**src/rtl/issue_pkg.sv**
```systemverilog
package issue_pkg;
   typedef enum logic {
      UNIT_INT = 1'b0,
      UNIT_FP  = 1'b1
   } unit_e;
endpackage

```
**src/rtl/issue_scoreboard.sv**
```systemverilog
module issue_scoreboard #(
   parameter int REG_W   = 4,
   parameter int NUM_CLR = 2,
   localparam int NREG   = 1 << REG_W
) (
   input  logic                     clk,
   input  logic                     rst_n,
   input  logic                     flush,
   input  logic [1:0]               set_vld,
   input  logic [2*REG_W-1:0]       set_idx,
   input  logic [NUM_CLR-1:0]       clr_vld,
   input  logic [NUM_CLR*REG_W-1:0] clr_idx,
   output logic [NREG-1:0]          pend
);
   localparam logic [NREG-1:0] ONE = NREG'(1);

   logic [NREG-1:0] set_m;
   logic [NREG-1:0] clr_m;
   logic [NREG-1:0] clr_part [NUM_CLR];

   always_comb begin
      set_m = '0;
      for (int s = 0; s < 2; s++)
         if (set_vld[s]) set_m = set_m | (ONE << set_idx[s*REG_W +: REG_W]);
   end

   for (genvar c = 0; c < NUM_CLR; c++) begin : g_clr
      assign clr_part[c] = clr_vld[c] ? (ONE << clr_idx[c*REG_W +: REG_W]) : '0;
   end

   always_comb begin
      clr_m = '0;
      for (int c = 0; c < NUM_CLR; c++) clr_m = clr_m | clr_part[c];
   end

   // set takes priority over a clear of the same register
   always_ff @(posedge clk) begin
      if (!rst_n)     pend <= '0;
      else if (flush) pend <= '0;
      else            pend <= (pend & ~clr_m) | set_m;
   end

   assert_flush_clears_R9: assert property (@(posedge clk) disable iff (!rst_n)
      flush |=> (pend == '0));

   assert_set_marks_R8: assert property (@(posedge clk) disable iff (!rst_n)
      (set_vld[0] && !flush) |=> pend[$past(set_idx[REG_W-1:0])]);
endmodule

```
**src/rtl/issue_select.sv**
```systemverilog
module issue_select
   import issue_pkg::*;
#(
   parameter int REG_W      = 4,
   parameter bit ALLOW_DUAL = 1'b1,
   localparam int NREG      = 1 << REG_W
) (
   input  logic             flush,
   input  logic [1:0]       q_valid,
   input  logic [1:0]       q_kind,
   input  logic [REG_W-1:0] d0,
   input  logic [REG_W-1:0] a0,
   input  logic [REG_W-1:0] b0,
   input  logic [REG_W-1:0] d1,
   input  logic [REG_W-1:0] a1,
   input  logic [REG_W-1:0] b1,
   input  logic [NREG-1:0]  pend,
   input  logic             int_rdy,
   input  logic             fp_rdy,
   output logic [1:0]       iss,
   output logic [1:0]       acc
);
   logic hz0, hz1, link, rdy0, rdy1;

   assign hz0  = pend[a0] | pend[b0] | pend[d0];
   assign hz1  = pend[a1] | pend[b1] | pend[d1];
   assign link = (a1 == d0) | (b1 == d0) | (d1 == d0);
   assign rdy0 = (q_kind[0] == UNIT_INT) ? int_rdy : fp_rdy;
   assign rdy1 = (q_kind[1] == UNIT_INT) ? int_rdy : fp_rdy;

   assign iss[0] = !flush && q_valid[0] && !hz0;
   assign acc[0] = iss[0] && rdy0;

   if (ALLOW_DUAL) begin : g_dual
      assign iss[1] = acc[0] && q_valid[1] && (q_kind[1] != q_kind[0]) && !hz1 && !link;
   end else begin : g_single
      assign iss[1] = 1'b0;
   end

   assign acc[1] = iss[1] && rdy1;
endmodule

```
**src/rtl/issue_route.sv**
```systemverilog
module issue_route #(
   parameter int EW = 20
) (
   input  logic          clk,
   input  logic          rst_n,
   input  logic [1:0]    sel,
   input  logic [EW-1:0] e0,
   input  logic [EW-1:0] e1,
   output logic          vld,
   output logic [EW-1:0] ent
);
   assign vld = |sel;
   assign ent = sel[1] ? e1 : e0;

   assert_one_source_R4: assert property (@(posedge clk) disable iff (!rst_n)
      $onehot0(sel));
endmodule

```
**src/rtl/dual_issue_dispatch.sv**
```systemverilog
module dual_issue_dispatch
   import issue_pkg::*;
#(
   parameter int REG_W      = 4,
   parameter int PAY_W      = 8,
   parameter int NUM_CLR    = 2,
   parameter bit ALLOW_DUAL = 1'b1
) (
   input  logic                     clk,
   input  logic                     rst_n,
   input  logic                     flush,
   input  logic [1:0]               q_valid,
   input  logic [1:0]               q_kind,
   input  logic [2*REG_W-1:0]       q_dst,
   input  logic [2*REG_W-1:0]       q_srca,
   input  logic [2*REG_W-1:0]       q_srcb,
   input  logic [2*PAY_W-1:0]       q_pay,
   output logic [1:0]               q_pop,
   output logic                     int_vld,
   input  logic                     int_rdy,
   output logic [REG_W-1:0]         int_dst,
   output logic [REG_W-1:0]         int_srca,
   output logic [REG_W-1:0]         int_srcb,
   output logic [PAY_W-1:0]         int_pay,
   output logic                     fp_vld,
   input  logic                     fp_rdy,
   output logic [REG_W-1:0]         fp_dst,
   output logic [REG_W-1:0]         fp_srca,
   output logic [REG_W-1:0]         fp_srcb,
   output logic [PAY_W-1:0]         fp_pay,
   input  logic [NUM_CLR-1:0]       wb_clr_vld,
   input  logic [NUM_CLR*REG_W-1:0] wb_clr_idx
);
   localparam int NREG = 1 << REG_W;
   localparam int EW   = PAY_W + 3*REG_W;

   if (REG_W < 1 || REG_W > 8) begin : g_bad_reg_w
      $error("REG_W must lie in 1..8");
   end
   if (PAY_W < 1) begin : g_bad_pay_w
      $error("PAY_W must be at least 1");
   end
   if (NUM_CLR < 1) begin : g_bad_clr
      $error("NUM_CLR must be at least 1");
   end

   logic [NREG-1:0] pend;
   logic [1:0]      iss, acc;
   logic [1:0]      sel_int, sel_fp;
   logic [EW-1:0]   e0, e1, ent_int, ent_fp;

   issue_scoreboard #(.REG_W(REG_W), .NUM_CLR(NUM_CLR)) u_sb (
      .clk(clk), .rst_n(rst_n), .flush(flush),
      .set_vld(acc), .set_idx(q_dst),
      .clr_vld(wb_clr_vld), .clr_idx(wb_clr_idx),
      .pend(pend)
   );

   issue_select #(.REG_W(REG_W), .ALLOW_DUAL(ALLOW_DUAL)) u_sel (
      .flush(flush), .q_valid(q_valid), .q_kind(q_kind),
      .d0(q_dst[0 +: REG_W]),  .a0(q_srca[0 +: REG_W]),  .b0(q_srcb[0 +: REG_W]),
      .d1(q_dst[REG_W +: REG_W]), .a1(q_srca[REG_W +: REG_W]), .b1(q_srcb[REG_W +: REG_W]),
      .pend(pend), .int_rdy(int_rdy), .fp_rdy(fp_rdy),
      .iss(iss), .acc(acc)
   );

   assign e0 = {q_pay[0 +: PAY_W], q_dst[0 +: REG_W], q_srca[0 +: REG_W], q_srcb[0 +: REG_W]};
   assign e1 = {q_pay[PAY_W +: PAY_W], q_dst[REG_W +: REG_W],
                q_srca[REG_W +: REG_W], q_srcb[REG_W +: REG_W]};

   for (genvar s = 0; s < 2; s++) begin : g_steer
      assign sel_int[s] = iss[s] && (q_kind[s] == UNIT_INT);
      assign sel_fp[s]  = iss[s] && (q_kind[s] == UNIT_FP);
   end

   issue_route #(.EW(EW)) u_rt_int (
      .clk(clk), .rst_n(rst_n), .sel(sel_int), .e0(e0), .e1(e1),
      .vld(int_vld), .ent(ent_int)
   );

   issue_route #(.EW(EW)) u_rt_fp (
      .clk(clk), .rst_n(rst_n), .sel(sel_fp), .e0(e0), .e1(e1),
      .vld(fp_vld), .ent(ent_fp)
   );

   assign int_pay  = ent_int[EW-1 -: PAY_W];
   assign int_dst  = ent_int[3*REG_W-1 -: REG_W];
   assign int_srca = ent_int[2*REG_W-1 -: REG_W];
   assign int_srcb = ent_int[REG_W-1:0];
   assign fp_pay   = ent_fp[EW-1 -: PAY_W];
   assign fp_dst   = ent_fp[3*REG_W-1 -: REG_W];
   assign fp_srca  = ent_fp[2*REG_W-1 -: REG_W];
   assign fp_srcb  = ent_fp[REG_W-1:0];

   assign q_pop = {1'b0, acc[0]} + {1'b0, acc[1]};

   assert_pair_mixed_R3: assert property (@(posedge clk) disable iff (!rst_n)
      (int_vld && fp_vld) |-> (q_valid == 2'b11 && q_kind[0] != q_kind[1]));

   assert_pop_in_order_R7: assert property (@(posedge clk) disable iff (!rst_n)
      (q_pop != 2'd0) |-> (q_valid[0] && q_pop != 2'd3 && (q_pop != 2'd2 || q_valid[1])));

   assert_pop_handshake_R7: assert property (@(posedge clk) disable iff (!rst_n)
      (q_pop == 2'd2) |-> (int_vld && int_rdy && fp_vld && fp_rdy));

   assert_flush_no_issue_R9: assert property (@(posedge clk) disable iff (!rst_n)
      flush |-> (q_pop == 2'd0 && !int_vld && !fp_vld));

   assert_int_src_free_R6: assert property (@(posedge clk) disable iff (!rst_n)
      (int_vld && int_rdy) |-> (!pend[int_srca] && !pend[int_srcb] && !pend[int_dst]));

   assert_fp_src_free_R6: assert property (@(posedge clk) disable iff (!rst_n)
      (fp_vld && fp_rdy) |-> (!pend[fp_srca] && !pend[fp_srcb] && !pend[fp_dst]));
endmodule

```
**config.mk**
```make
export PLATFORM = sky130hd
export DESIGN_NAME = dual_issue_dispatch
export DESIGN_NICKNAME = d
export VERILOG_FILES = /design/src/rtl/issue_pkg.sv /design/src/rtl/issue_scoreboard.sv /design/src/rtl/issue_select.sv /design/src/rtl/issue_route.sv /design/src/rtl/dual_issue_dispatch.sv
export SDC_FILE = /design/constraint.sdc
export NUM_CORES = 1
export LEC_CHECK = 0
export BUFFER_PORTS_ARGS = -buffer_cell sky130_fd_sc_hd__clkbuf_2
export CAP_MARGIN = 10
export CELL_PAD_IN_SITES_DETAIL_PLACEMENT = 1
export CELL_PAD_IN_SITES_GLOBAL_PLACEMENT = 1
export CORE_MARGIN = 5
export CORE_UTILIZATION = 38
export DETAILED_ROUTE_END_ITERATION = 12
export PLACE_DENSITY_LB_ADDON = 0.1
export SYNTH_ARGS = -nofsm -noshare
export SYNTH_HDL_FRONTEND = slang
export SYNTH_HIERARCHICAL = 1
export SYNTH_SLANG_ARGS = --single-unit
```
**constraint.sdc**
```tcl
create_clock -name clk -period 4 [get_ports clk]
set_clock_uncertainty 0.1 [all_clocks]
set_input_delay 0.2 -clock clk [delete_from_list [all_inputs] [get_ports clk]]
set_output_delay 0.2 -clock clk [all_outputs]
set_load 0.05 [all_outputs]
```
# Yosys cells after proc, flatten, opt, wreduce, memory -nomap -nowiden
# Index checks and enable logic that the tools add are counted.
# word_totals
regBits	16
inputBits	59
# op_classes
n_reduce_logical	19
eq_ne	4
shifts	4
bitwise	14
mux	20
n_addsub	1
magnitude_cmp	6
# ops
cell	n
16-bit 2-to-1 mux	4
1-bit by 4-bit << shifter with 16-bit output, first input constant	4
16-bit bitwise OR	3
20-bit 2-to-1 mux	2
4-bit by 5-bit less-than comparator with 1-bit output, second input constant	6
1-bit binary-select mux with 4-bit select	6
16-bit bitwise AND	1
16-bit inverter	1
4-bit equality test	3
1-bit logical AND	12
1-bit 2-to-1 mux	8
1-bit bitwise OR	6
2-bit OR reduction	3
1-bit zero test	4
1-bit inverter	3
1-bit by 1-bit adder with 2-bit output	1
1-bit != test	1

# Logic depth before layout (Yosys ltp)
# Gate-level depths: netlist of the first run.
# depth
depth_word	14
depth_mapped	9
ltp_nobuf	8

# Cells and area by module
# The synthesis of the first run kept the hierarchy.
# modules_own_cells
module	cells_per_inst	n_inst	area_each_um2
issue_select	92	1	1022.2
issue_scoreboard	98	1	902.1
issue_route	23	2	325.3
dual_issue_dispatch	5	1	45.0

# Worst setup path after synthesis of the first run
# No wires, ideal clock.
# synth_timing
kind	input to output
from	in q_dst[4]
to	out fp_dst[0]
setup_slack_ns	1.009
required_time_ns	3.700
t_arrival_ns	2.691
cell_stages	9
cell_sequence	clkbuf_1 -> mux4_2 -> a32oi_1 -> o2111ai_1 -> or4_4 -> nor3_2 -> and2_2 -> buf_6 -> mux2_4
# synth_via
elab_chain_len	8
elab_cells_between_ends	11
cone_classes	eq/ne: 1; mux: 3; bitwise: 2; reduce/logical: 5
# synth_rtl
element	line	text
from (decl)	dual_issue_dispatch.sv:14	input logic [2*REG_W-1:0] q_dst,
1-bit binary-select mux with 4-bit select	issue_select.sv:26	assign hz1 = pend[a1] | pend[b1] | pend[d1];
1-bit 2-to-1 mux (not written as such)	issue_select.sv:26	
1-bit bitwise OR	issue_select.sv:26	
1-bit zero test	issue_select.sv:35	assign iss[1] = acc[0] && q_valid[1] && (q_kind[1] != q_kind[0]) && !hz1 && !link;
1-bit logical AND	issue_select.sv:35	
1-bit logical AND *	issue_select.sv:35	
named net iss[1]	dual_issue_dispatch.sv:48	logic [1:0] iss, acc;
1-bit logical AND *	dual_issue_dispatch.sv:73	assign sel_fp[s] = iss[s] && (q_kind[s] == UNIT_FP);
named net sel_fp[1]	dual_issue_dispatch.sv:49	logic [1:0] sel_int, sel_fp;
20-bit 2-to-1 mux *	issue_route.sv:13	assign ent = sel[1] ? e1 : e0;
to (decl)	dual_issue_dispatch.sv:27	output logic [REG_W-1:0] fp_dst,
# The timed path passes the listed nets; every way through them passes the cells marked *. The select of a mux whose other input is x is not followed.

# Worst setup path in the final report of the first run
# layout_timing
from	reg u_sb.pend[13]
to	out int_srcb[2]
# layout_via
elab_chain_len	13
elab_cells_between_ends	26
cone_classes	mux: 13; bitwise: 4; reduce/logical: 9
# layout_rtl
element	line	text
from (decl)	issue_scoreboard.sv:13	output logic [NREG-1:0] pend
from (signal assigned)	issue_scoreboard.sv:40	else pend <= (pend & ~clr_m) | set_m;
1-bit binary-select mux with 4-bit select	issue_select.sv:25	assign hz0 = pend[a0] | pend[b0] | pend[d0];
1-bit 2-to-1 mux (not written as such)	issue_select.sv:25	
1-bit bitwise OR (2 in a row)	issue_select.sv:25	
1-bit zero test	issue_select.sv:31	assign iss[0] = !flush && q_valid[0] && !hz0;
1-bit logical AND	issue_select.sv:31	
1-bit logical AND	issue_select.sv:32	assign acc[0] = iss[0] && rdy0;
1-bit logical AND (2 in a row)	issue_select.sv:35	
1-bit logical AND * (2 in a row)	issue_select.sv:35	
named net iss[1]	dual_issue_dispatch.sv:48	
1-bit logical AND *	dual_issue_dispatch.sv:72	assign sel_int[s] = iss[s] && (q_kind[s] == UNIT_INT);
named net sel_int[1]	dual_issue_dispatch.sv:49	
20-bit 2-to-1 mux *	issue_route.sv:13	
to (decl)	dual_issue_dispatch.sv:23	output logic [REG_W-1:0] int_srcb,
# Marked as above.

==> impl_results.md, run 1 <==
- Status: finished clean
- CTS Hold Bufs: 0
- CP endpoint kind: output pin
- First-pass GRT wire length: roughly 15,000 microns
- Clock tree root driver cell: clkbuf_8
- Primary FF master, synth: dfxtp_1
- Worst vdd ir: 235 uV
- Multi-input gate area: about 2200 sq um
- Async set or reset register ratio after synthesis: 0%
- Initial drt markers: about 140
- CTS buffer count: 3
- DRC errors left: 0
- Most common library cells after synthesis: mux2_4 (38), a21oi_1 (18), mux4_2 (17), dfxtp_1 (16), o221ai_1 (16)
- Cell Int Power: approximately 350 uW
- Die span in y: between 90 and 100 microns
- Hold path depth: 4
- Clock slew at reported path FFs: about 0.060 ns
- Slew HR: just over 60%
- CTS tree: yes
- Pins over their slew limit: 0
- Fin nets: 404
- Syn Inst Count: 241
- Sum Neg Setup Slack: 0 ns
- Largest Register: u_sb/pend
- Flop pwr share: a little over a quarter
- DR pass1 iterations: 4
- Mapped Area: about 2600 sq um
- Hold Path Class: in -> reg
- Cells after DPL: about 420
- Post-layout minimum cycle time: 3.80 ns
- Final setup vio count: 0
- Netlist cell types: 45
- Final instance count without filler cells: 423
- R2R cell count: 7
- Yosys warning count: 6
- GRT overflow: 0
- Hold slack: around 0.35 ns
- Setup WS post-layout: approximately 0.20 ns
- Required @ worst endpoint: around 3.7 ns
- CP startpoint kind: flop
- Regs by FF count: u_sb/pend: 16 flops
- PD cells: 179 nW/um^2
- Hold Startpoint: wb_clr_idx[7]
- Total power: 588 uW
- Number of global-route vias before repair: 2,723
- Reg2Reg Capture Point: u_sb/pend[1]$_SDFF_PP0_
- Critical Path AT: ~3.5 ns
- RSZ-0062 raised after global routing: false
- Sequential cell area: 320 sq um
- Filler cells: approximately 820
- Most numerous cell in the Yosys netlist: mux2_4
- Crit-path max FO: 10
- RR Startpoint: u_sb/pend[13]$_SDFF_PP0_
- Clk_lat worst skew: 0.25 ns
- Crit path kind: reg -> out
- Synth top area share: a little over a fifth
- Max Freq: 0.263 GHz
- Max-cap viol count: 0
- Antenna diodes: 0
- Pre-CTS WS: roughly 0.4 ns
- Synth top area cells: mux2_4 (22%), mux4_2 (15%), dfxtp_1 (12%)
- Cts repair resizes: 0
- Final GP Congestion: approximately 0.85
- Via count: between 2,000 and 3,000
- Post-DRT Antenna Nets: 0
- Syn-to-layout area delta: 25.2%
- Cell Rows: 30
- Max reg flops: 16
- Leakage: approximately 0.0014 uW
- Final Hold Viols: 0
- Input/output buffers: roughly 100
- Clock Sinks: 16
- Syn avg cell area: 10.9 sq um
- #FFs+latches synth: 16
- Flop-to-flop setup slack: 0.84 ns
- H-tree Lvls: 1
- Via density: 6.29
- Worst slew pin tran: 0.579 ns
- I/O pin count: roughly 100
- Die width: around 93 microns
- Top cell type by total area after synthesis: mux2_4
- Number of post-CTS setup repair buffers: 0
- CTS max path bufs: 2
- Initial Util: between 30% and 40%
- Combinational Power Share: between 40% and 50%
- Pin count of the biggest net entering global routing: 22
- Total wire length: approximately 9200 microns
- Synthesized Nets: between 300 and 400
- Die area: slightly below 9000 sq um
- WHS Endpoint: u_sb/pend[15]$_SDFF_PP0_
- GRT Total Usage: between 20% and 30%
- Post-synth EDFFs: 0
- Sw Pwr: between 200 and 250 uW
- Crit share post-route: a little over nine tenths
- Clock power share: approximately 24%
- Share of cells above drive strength 1: 55.1%
- Wire length per cell: 21.7 microns
- Seq/Total Area, Yosys: between 10% and 20%
- CORE AREA: between 6000 and 7000 sq um
- Antenna violations before repair: 0
- Switching share of power: about two fifths
- Hpwl dp: 7330 microns
## worst max-delay path by stage
| stage | startpoint | end | cells after the start | slack, ns |
|---|---|---|---|---|
| 2_1_floorplan | q_dst[4] | fp_dst[0] | 9 | 1.01 |
| 4_1_cts | u_sb/pend[11]$_SDFF_PP0_ | int_pay[4] | 8 | 0.20 |
| 3_5_place_dp | q_srcb[5] | int_pay[4] | 9 | 0.40 |
| 6_report | u_sb/pend[13]$_SDFF_PP0_ | int_srcb[2] | 8 | 0.20 |
| 3_3_place_gp | q_srcb[5] | int_srcb[0] | 9 | 0.47 |
| 5_1_grt | u_sb/pend[5]$_SDFF_PP0_ | int_pay[4] | 8 | 0.09 |
## power by group through the flow
stage	Clock (uW)	Combinational, uW	Sequential, uW
after CTS	142	287	160
after global placement	0	281	164
after floorplan	0	194	164
after detailed placement	0	287	164
after global routing	150	303	160
final	142	285	160
## metal layers
| metal | share of wire [%] | GRT usage [%] | vias up |
|---|---|---|---|
| li1 | - | - | 1202 |
| met4 | 1.2 | 2.44 | 0 |
| met3 | 8.8 | 3.22 | 14 |
| met2 | 52 | 38.0 | 137 |
| met5 | 0 | 0 | - |
| met1 | 38 | 27.0 | 1306 |
## layout by cell type, fill, tap and decap left out, types with 2 or more instances in the layout
cell,netlist,layout
and3_1,2,2
buf_12,0,2
and2b_2,2,2
or4_4,2,2
nand2b_1,8,8
mux2i_1,10,10
mux2_4,38,38
o221ai_1,16,16
nor3b_2,2,2
mux4_1,4,4
and3b_1,4,4
nor4_1,3,3
and2_2,2,2
a22oi_1,12,12
or2_2,3,3
nand3b_1,6,6
or3b_4,2,2
nor2_1,7,7
inv_1,4,4
nor2b_1,5,5
a32oi_1,5,5
dfxtp_1,16,16
nand3_1,4,4
buf_4,0,5
clkbuf_8,0,4
mux2_2,5,5
clkbuf_2,0,102
xor2_1,12,12
nand2_1,4,4
a2bb2oi_1,3,3
mux4_2,17,17
a21oi_1,18,18
## cells by family (layout without fill, tap and decap cells)
family,Yosys count,count (layout),share of synthesized area [%]
muxes,74,74,46.4
AOI/OAI and AO/OA,63,63,17.7
and+or+nand+nor,60,60,15.5
DFF,16,16,12.2
buffers and inverters,15,117,3.72
xor gates and xnor gates,12,12,4.01
adders and majority gates,1,1,0.477
## worst max-delay path, cell delays in order, from the launching register on
cell,delay (ns)
dfxtp_1,0.41
mux4_1,0.54
mux4_2,0.51
or4_4,0.54
nor3_2,0.13
and2b_2,0.38
buf_4,0.21
mux2_4,0.29
clkbuf_2,0.23
## per-stage QoR
| step | utilization, % | area (sq um) |
|---|---|---|
| finish | 48.6 | 3280 |
| global route | 48.6 | 3280 |
| CTS | 48.6 | 3280 |
| detailed placement | 47.7 | 3230 |
| global placement | 47.7 | 3230 |
| floorplan | - | 2620 |
## layout make-up
cell class	count	share of cell area, %
Multi-Input combinational cell	210	67.1
Sequential cell	16	9.76
Inverter	4	0.458
Timing Repair Buffer	109	17.9
Clock buffer	4	1.68
Tap cell	80	3.05
Note: power is estimated with default switching activity, not from simulation.
==> run 2, diff against run 1 <==
--- a/config.mk
+++ b/config.mk
@@ -10,7 +10,7 @@
 export CELL_PAD_IN_SITES_DETAIL_PLACEMENT = 1
 export CELL_PAD_IN_SITES_GLOBAL_PLACEMENT = 1
 export CORE_MARGIN = 5
-export CORE_UTILIZATION = 38
+export CORE_UTILIZATION = 41
 export DETAILED_ROUTE_END_ITERATION = 12
 export PLACE_DENSITY_LB_ADDON = 0.1
 export SYNTH_ARGS = -nofsm -noshare
==> constraint.sdc (replaced) <==
create_clock -name clk -period 4.8 [get_ports clk]
set_clock_uncertainty 0.1 [all_clocks]
set_input_delay 0.24 -clock clk [delete_from_list [all_inputs] [get_ports clk]]
set_output_delay 0.24 -clock clk [all_outputs]
set_load 0.05 [all_outputs]
==> run 2 against run 1 <==
  * Register-to-register slack better by 0.79 ns
  * Worst setup slack better by 0.59 ns
  * Routed wire length fell by 3.6%
  * Power shrank 17%
  * Hold slack gained 0.076 ns
  * Via count shrank 2.4%
  * Sequential cell count unchanged
  * Critical endpoint is now fp_pay[5]
  * Highest routed layer unchanged
==> impl_results.md, run 2 (synthesis results as in run 1) <==
- Post-DRT Antenna Nets: 0 (unchanged)
- Syn-to-layout area delta: 22.1% (was 25.2%)
- Number of global-route vias before repair: 2,594 (was 2,723)
- Total wire length: 8850 microns (was 9180 microns)
- Clock slew at reported path FFs: 0.06 ns (about the same)
- Setup WS post-layout: 0.790 ns (was 0.202 ns)
- Via density: 6.28 (was 6.29)
- Required @ worst endpoint: 4.46 ns (was 3.70 ns)
- H-tree Lvls: 1 (unchanged)
- Max-cap viol count: 0 (unchanged)
- Fin nets: 397 (was 404)
- CTS Hold Bufs: 0 (unchanged)
- Final GP Congestion: 0.840 (was 0.851)
- Clk_lat worst skew: 0.25 ns (about the same)
- CP startpoint kind: flop (unchanged)
- Pin count of the biggest net entering global routing: 22 (unchanged)
- CTS buffer count: 3 (unchanged)
- Clock Sinks: 16 (unchanged)
- Die span in y: 89.9 microns (was 93.0 microns)
- Die width: 89.9 microns (was 93.0 microns)
- Most common cell after layout, fill and taps aside: clkbuf_2 (unchanged)
- Pre-CTS WS: 0.995 ns (was 0.401 ns)
- Wire length per cell: 21.4 microns (was 21.7 microns)
- CP endpoint kind: output pin (unchanged)
- PD cells: 152 nW/um^2 (was 179 nW/um^2)
- GRT overflow: 0 (unchanged)
- Input/output buffers: 102 (unchanged)
- RSZ-0062 raised after global routing: false (unchanged)
- Post-layout minimum cycle time: roughly 4 ns
- Crit path kind: reg -> out (unchanged)
- GRT Total Usage: 20.9% (was 21.0%)
- Filler cells: 744 (was 819)
- Worst vdd ir: 265 uV (was 235 uV)
- Crit-path max FO: 21 (was 10)
- Slew HR: 52.6% (was 61.4%)
- Hpwl dp: 6890 microns (was 7330 microns)
- Number of post-CTS setup repair buffers: 0 (unchanged)
- First-pass GRT wire length: 14,100 microns (was 14,500 microns)
- Initial drt markers: 165 (was 136)
- Pins over their slew limit: 0 (unchanged)
- Crit share post-route: a little over four fifths
- Regs by FF count: u_sb/pend: 16 flops (unchanged)
- Initial Util: 41.7% (was 38.8%)
- Cts repair resizes: 0 (unchanged)
- Status: finished clean (unchanged)
- Worst slew pin tran: 0.710 ns (was 0.579 ns)
- Cell Rows: 29 (was 30)
- Via count: 2,595 (was 2,659)
- Die area: 8090 sq um (was 8660 sq um)
- I/O pin count: 103 (unchanged)
- Antenna diodes: 0 (unchanged)
- Max Freq: between 0.2 and 0.25 GHz
- Max reg flops: 16 (unchanged)
- Largest Register: u_sb/pend (unchanged)
- Multi-input gate area: 2200 sq um (unchanged)
- Antenna violations before repair: 0 (unchanged)
- Final instance area: 3200 sq um (was 3280 sq um)
- Critical Path AT: 3.67 ns (was 3.50 ns)
- CTS max path bufs: 2 (unchanged)
- Share of cells above drive strength 1: 54.2% (was 55.1%)
- Placed Area: 3140 sq um (was 3230 sq um)
- CORE AREA: 6280 sq um (was 6760 sq um)
- Clock tree root driver cell: clkbuf_8 (unchanged)
- Leakage: 0.00139 uW (was 0.00143 uW)
- Most frequent cells in the layout: clkbuf_2 (102), mux2_4 (38), a21oi_1 (18), mux4_2 (17) (unchanged)
- Final Hold Viols: 0 (unchanged)
- DR pass1 iterations: 4 (unchanged)
- Hold Path Class: in -> reg (unchanged)
- CTS tree: yes (unchanged)
- DRC errors left: 0 (unchanged)
- Final setup vio count: 0 (unchanged)
- Sequential cell area: 320 sq um (unchanged)
- Sum Neg Setup Slack: 0 ns (unchanged)
==> run 2: cell types whose count changed in the layout (fill, tap and decap cells not counted), sizes merged <==
cell / change
buf: -7
==> run 2: worst paths after layout <==
check                                  to                     start  depth (start not counted)  slack (ns)
setup / recovery                fp_pay[5]  u_sb/pend[12]$_SDFF_PP0_                          7        0.79
hold / removal    u_sb/pend[2]$_SDFF_PP0_             wb_clr_idx[6]                          4        0.43
hold reg to reg   u_sb/pend[4]$_SDFF_PP0_   u_sb/pend[4]$_SDFF_PP0_                          2        0.51
setup reg to reg  u_sb/pend[5]$_SDFF_PP0_  u_sb/pend[12]$_SDFF_PP0_                          7        1.63
==> run 2: power breakdown <==
part	internal, uW	switching (uW)	total [uW]	leakage (uW)
logic	83.3	152	235	0.00123
registers	133	0.765	134	0.000129
clock network	72.7	44.4	117	0.0000288
==> run 2: metal layers <==
| layer | global-route usage (%) | wire (microns) |
|---|---|---|
| met1 | 26.8 | 3430 |
| met3 | 3.09 | 694 |
| met5 | 0 | 0 |
| met4 | 2.73 | 51 |
| met2 | 37.7 | 4670 |
==> run 2: critical path, cell delays in order (launching register included) <==
cell	delay, ns
dfxtp_1	0.44
mux4_1	0.55
mux4_2	0.48
or4_4	0.54
nor3_2	0.13
and2_2	0.64
mux2_2	0.40
clkbuf_2	0.23
==> run 2: stage by stage <==
| stage | utilization (%) | hold slack, ns | cells | power (uW) |
|---|---|---|---|---|
| floorplan | - | 0.344 | 241 | 298 |
| global placement | 50.1 | 0.482 | 409 | 368 |
| CTS | 51.0 | 0.418 | 413 | 488 |
| global route | 51.0 | 0.456 | 413 | 511 |
| detailed placement | 50.1 | 0.492 | 409 | 372 |
| finish | 51.0 | 0.426 | 413 | 486 |
==> run 2: cell type report <==
| type | instances | share of cell area, % |
|---|---|---|
| clock buffer | 4 | 1.72 |
| inverter | 4 | 0.469 |
| multi-input combinational | 210 | 68.8 |
| sequential | 16 | 10.0 |
| tap | 77 | 3.01 |
| timing repair buffer | 102 | 16.0 |
==> run 3, diff against run 2 <==
--- a/config.mk
+++ b/config.mk
@@ -10,7 +10,7 @@
 export CELL_PAD_IN_SITES_DETAIL_PLACEMENT = 1
 export CELL_PAD_IN_SITES_GLOBAL_PLACEMENT = 1
 export CORE_MARGIN = 5
-export CORE_UTILIZATION = 41
+export CORE_UTILIZATION = 38
 export DETAILED_ROUTE_END_ITERATION = 12
 export PLACE_DENSITY_LB_ADDON = 0.1
 export SYNTH_ARGS = -nofsm -noshare
==> constraint.sdc (replaced) <==
create_clock -name clk -period 3.85 [get_ports clk]
set_clock_uncertainty 0.1 [all_clocks]
set_input_delay 0.1925 -clock clk [delete_from_list [all_inputs] [get_ports clk]]
set_output_delay 0.1925 -clock clk [all_outputs]
set_load 0.05 [all_outputs]
==> run 3 against run 2 <==
  * Sequential share of layout area is 0.30 points lower
  * Global-route usage is 0.50 points higher
  * Critical path type unchanged
  * Design area is 3.1% higher
  * Combinational power is 27% higher
==> impl_results.md, run 3 (synthesis results as in run 1) <==
- Final Hold Viols: 0 (unchanged)
- Clock Sinks: 16 (unchanged)
- RSZ-0062 raised after global routing: false (unchanged)
- Initial Util: 38.8% (was 41.7%)
- Cell Rows: 30 (was 29)
- Filler cells: 792 (was 744)
- Antenna violations before repair: 0 (unchanged)
- Final instance area: 3300 sq um (was 3200 sq um)
- H-tree Lvls: 1 (unchanged)
- Clock slew at reported path FFs: 0.06 ns (about the same)
- Die width: 93.0 microns (was 89.9 microns)
- Hold Path Class: in -> reg (unchanged)
- Fin nets: 409 (was 397)
- Wire length per cell: 22.5 microns (was 21.4 microns)
- Post-layout minimum cycle time: 3.73 ns
- Pins over their slew limit: 0 (unchanged)
- GRT Total Usage: 21.4% (was 20.9%)
- Required @ worst endpoint: 3.56 ns (was 4.46 ns)
- Max-cap viol count: 0 (unchanged)
- CORE AREA: 6760 sq um (was 6280 sq um)
- Die span in y: 93.0 microns (was 89.9 microns)
- Worst slew pin tran: 0.575 ns (was 0.710 ns)
- Max Freq: 0.268 GHz
- I/O pin count: 103 (unchanged)
- Clock power share: 24.2% (was 24.1%)
- Die area: 8660 sq um (was 8090 sq um)
- Via density: 6.22 (was 6.28)
- Final setup vio count: 0 (unchanged)
- GRT overflow: 0 (unchanged)
- Clock tree root driver cell: clkbuf_8 (unchanged)
- CTS buffer count: 3 (unchanged)
- First-pass GRT wire length: 14,700 microns (was 14,100 microns)
- Pin count of the biggest net entering global routing: 17 (was 22)
- Cells after DPL: 424 (was 409)
- Final instance count without filler cells: 428 (was 413)
- Combinational Power Share: 48.6% (was 48.3%)
- Met3 Use GR: 2.41% (was 3.09%)
- PD cells: 186 nW/um^2 (was 152 nW/um^2)
- Critical Path AT: 3.43 ns (was 3.67 ns)
- Crit share post-route: between 90% and 100%
- CTS max path bufs: 2 (unchanged)
- Multi-input gate area: 2200 sq um (unchanged)
- Met2 global-route usage: 39.5% (was 37.7%)
- Syn-to-layout area delta: 25.8% (was 22.1%)
- Switching share of power: 41.0% (was 40.5%)
- Number of global-route vias before repair: 2,760 (was 2,594)
- CTS tree: yes (unchanged)
- CP endpoint kind: output pin (unchanged)
- Share of cells above drive strength 1: 55.7% (was 54.2%)
- GRT met1 Usage: 27.1% (was 26.8%)
- DR pass1 iterations: 4 (unchanged)
- Cts repair resizes: 0 (unchanged)
- Largest Register: u_sb/pend (unchanged)
- Worst vdd ir: 265 uV (about the same)
- Cell Int Power: 362 uW (was 289 uW)
- Leakage: 0.00145 uW (was 0.00139 uW)
- Placed Area: 3240 sq um (was 3140 sq um)
- Max reg flops: 16 (unchanged)
- Sw Pwr: 252 uW (was 197 uW)
- Hpwl dp: 7660 microns (was 6890 microns)
- Final GP Congestion: 0.867 (was 0.840)
- Gr busiest metal: met2 (unchanged)
- Clk_lat worst skew: 0.25 ns (about the same)
- CP startpoint kind: flop (unchanged)
- Crit path kind: reg -> out (unchanged)
- Number of post-CTS setup repair buffers: 0 (unchanged)
- Post-DRT Antenna Nets: 0 (unchanged)
- Most common cell after layout, fill and taps aside: clkbuf_2 (unchanged)
- Sum Neg Setup Slack: 0 ns (unchanged)
- Antenna diodes: 0 (unchanged)
- Sequential cell area: 320 sq um (unchanged)
- Slew HR: 61.7% (was 52.6%)
- Total wire length: 9630 microns (was 8850 microns)
- Status: finished clean (unchanged)
- DRC errors left: 0 (unchanged)
- Most frequent cells in the layout: clkbuf_2 (102), mux2_4 (38), a21oi_1 (18), mux4_2 (17) (unchanged)
- CTS Hold Bufs: 0 (unchanged)
- Flop pwr share: 27.1% (was 27.6%)
- Regs by FF count: u_sb/pend: 16 flops (unchanged)
- Crit-path max FO: 11 (was 21)
- Via count: 2,664 (was 2,595)
- Input/output buffers: 102 (unchanged)
- Initial drt markers: 168 (was 165)
-- run 3: per-layer routing --
layer / wire [microns] / vias to the layer above / part of all wire (%)
met5: 0 / - / 0
met3: 573 / 9 / 5.9
met4: 84 / 0 / 0.87
li1: - / 1209 / -
met1: 3940 / 1338 / 41
met2: 5030 / 108 / 52
-- run 3: power groups by stage --
stage	Clock [uW]	Sequential, uW	Combinational (uW)
final	149	167	298
after global routing	157	167	315
after CTS	153	167	299
after detailed placement	0	170	298
after global placement	0	170	292
after floorplan	0	170	202
-- run 3: layout make-up --
cell class	count	share of cell area, %
clock buffers	4	1.67
inverters	4	0.455
multi-input cells	210	66.8
flip-flops and latches	16	9.72
well taps	80	3.04
repair buffers	114	18.3
-- run 3: per-stage QoR --
stage | setup WS [ns] | utilization, % | hold slack (ns) | power, uW
5_1_grt | 0.0607 | 48.8 | 0.389 | 638
4_1_cts | 0.0651 | 48.7 | 0.354 | 618
2_1_floorplan | 0.874 | - | 0.297 | 372
3_5_place_dp | 0.305 | 47.9 | 0.456 | 468
3_3_place_gp | 0.414 | 47.9 | 0.463 | 462
6_report | 0.123 | 48.8 | 0.361 | 614
-- run 3: critical path, cell delays in order, from the launching register on --
cell	delay (ns)
dfxtp_1	0.42
mux4_1	0.55
mux4_2	0.49
or4_4	0.55
nor3_2	0.16
and2_2	0.18
buf_4	0.23
mux2_2	0.36
clkbuf_2	0.24
-- run 3: final timing paths --
check,start,endpoint,slack (ns),cells past startpoint
hold reg to reg,u_sb/pend[4]$_SDFF_PP0_,u_sb/pend[4]$_SDFF_PP0_,0.46,2
hold / removal,wb_clr_idx[6],u_sb/pend[12]$_SDFF_PP0_,0.36,4
setup / recovery,u_sb/pend[3]$_SDFF_PP0_,fp_pay[5],0.12,8
setup reg to reg,u_sb/pend[3]$_SDFF_PP0_,u_sb/pend[5]$_SDFF_PP0_,0.67,7
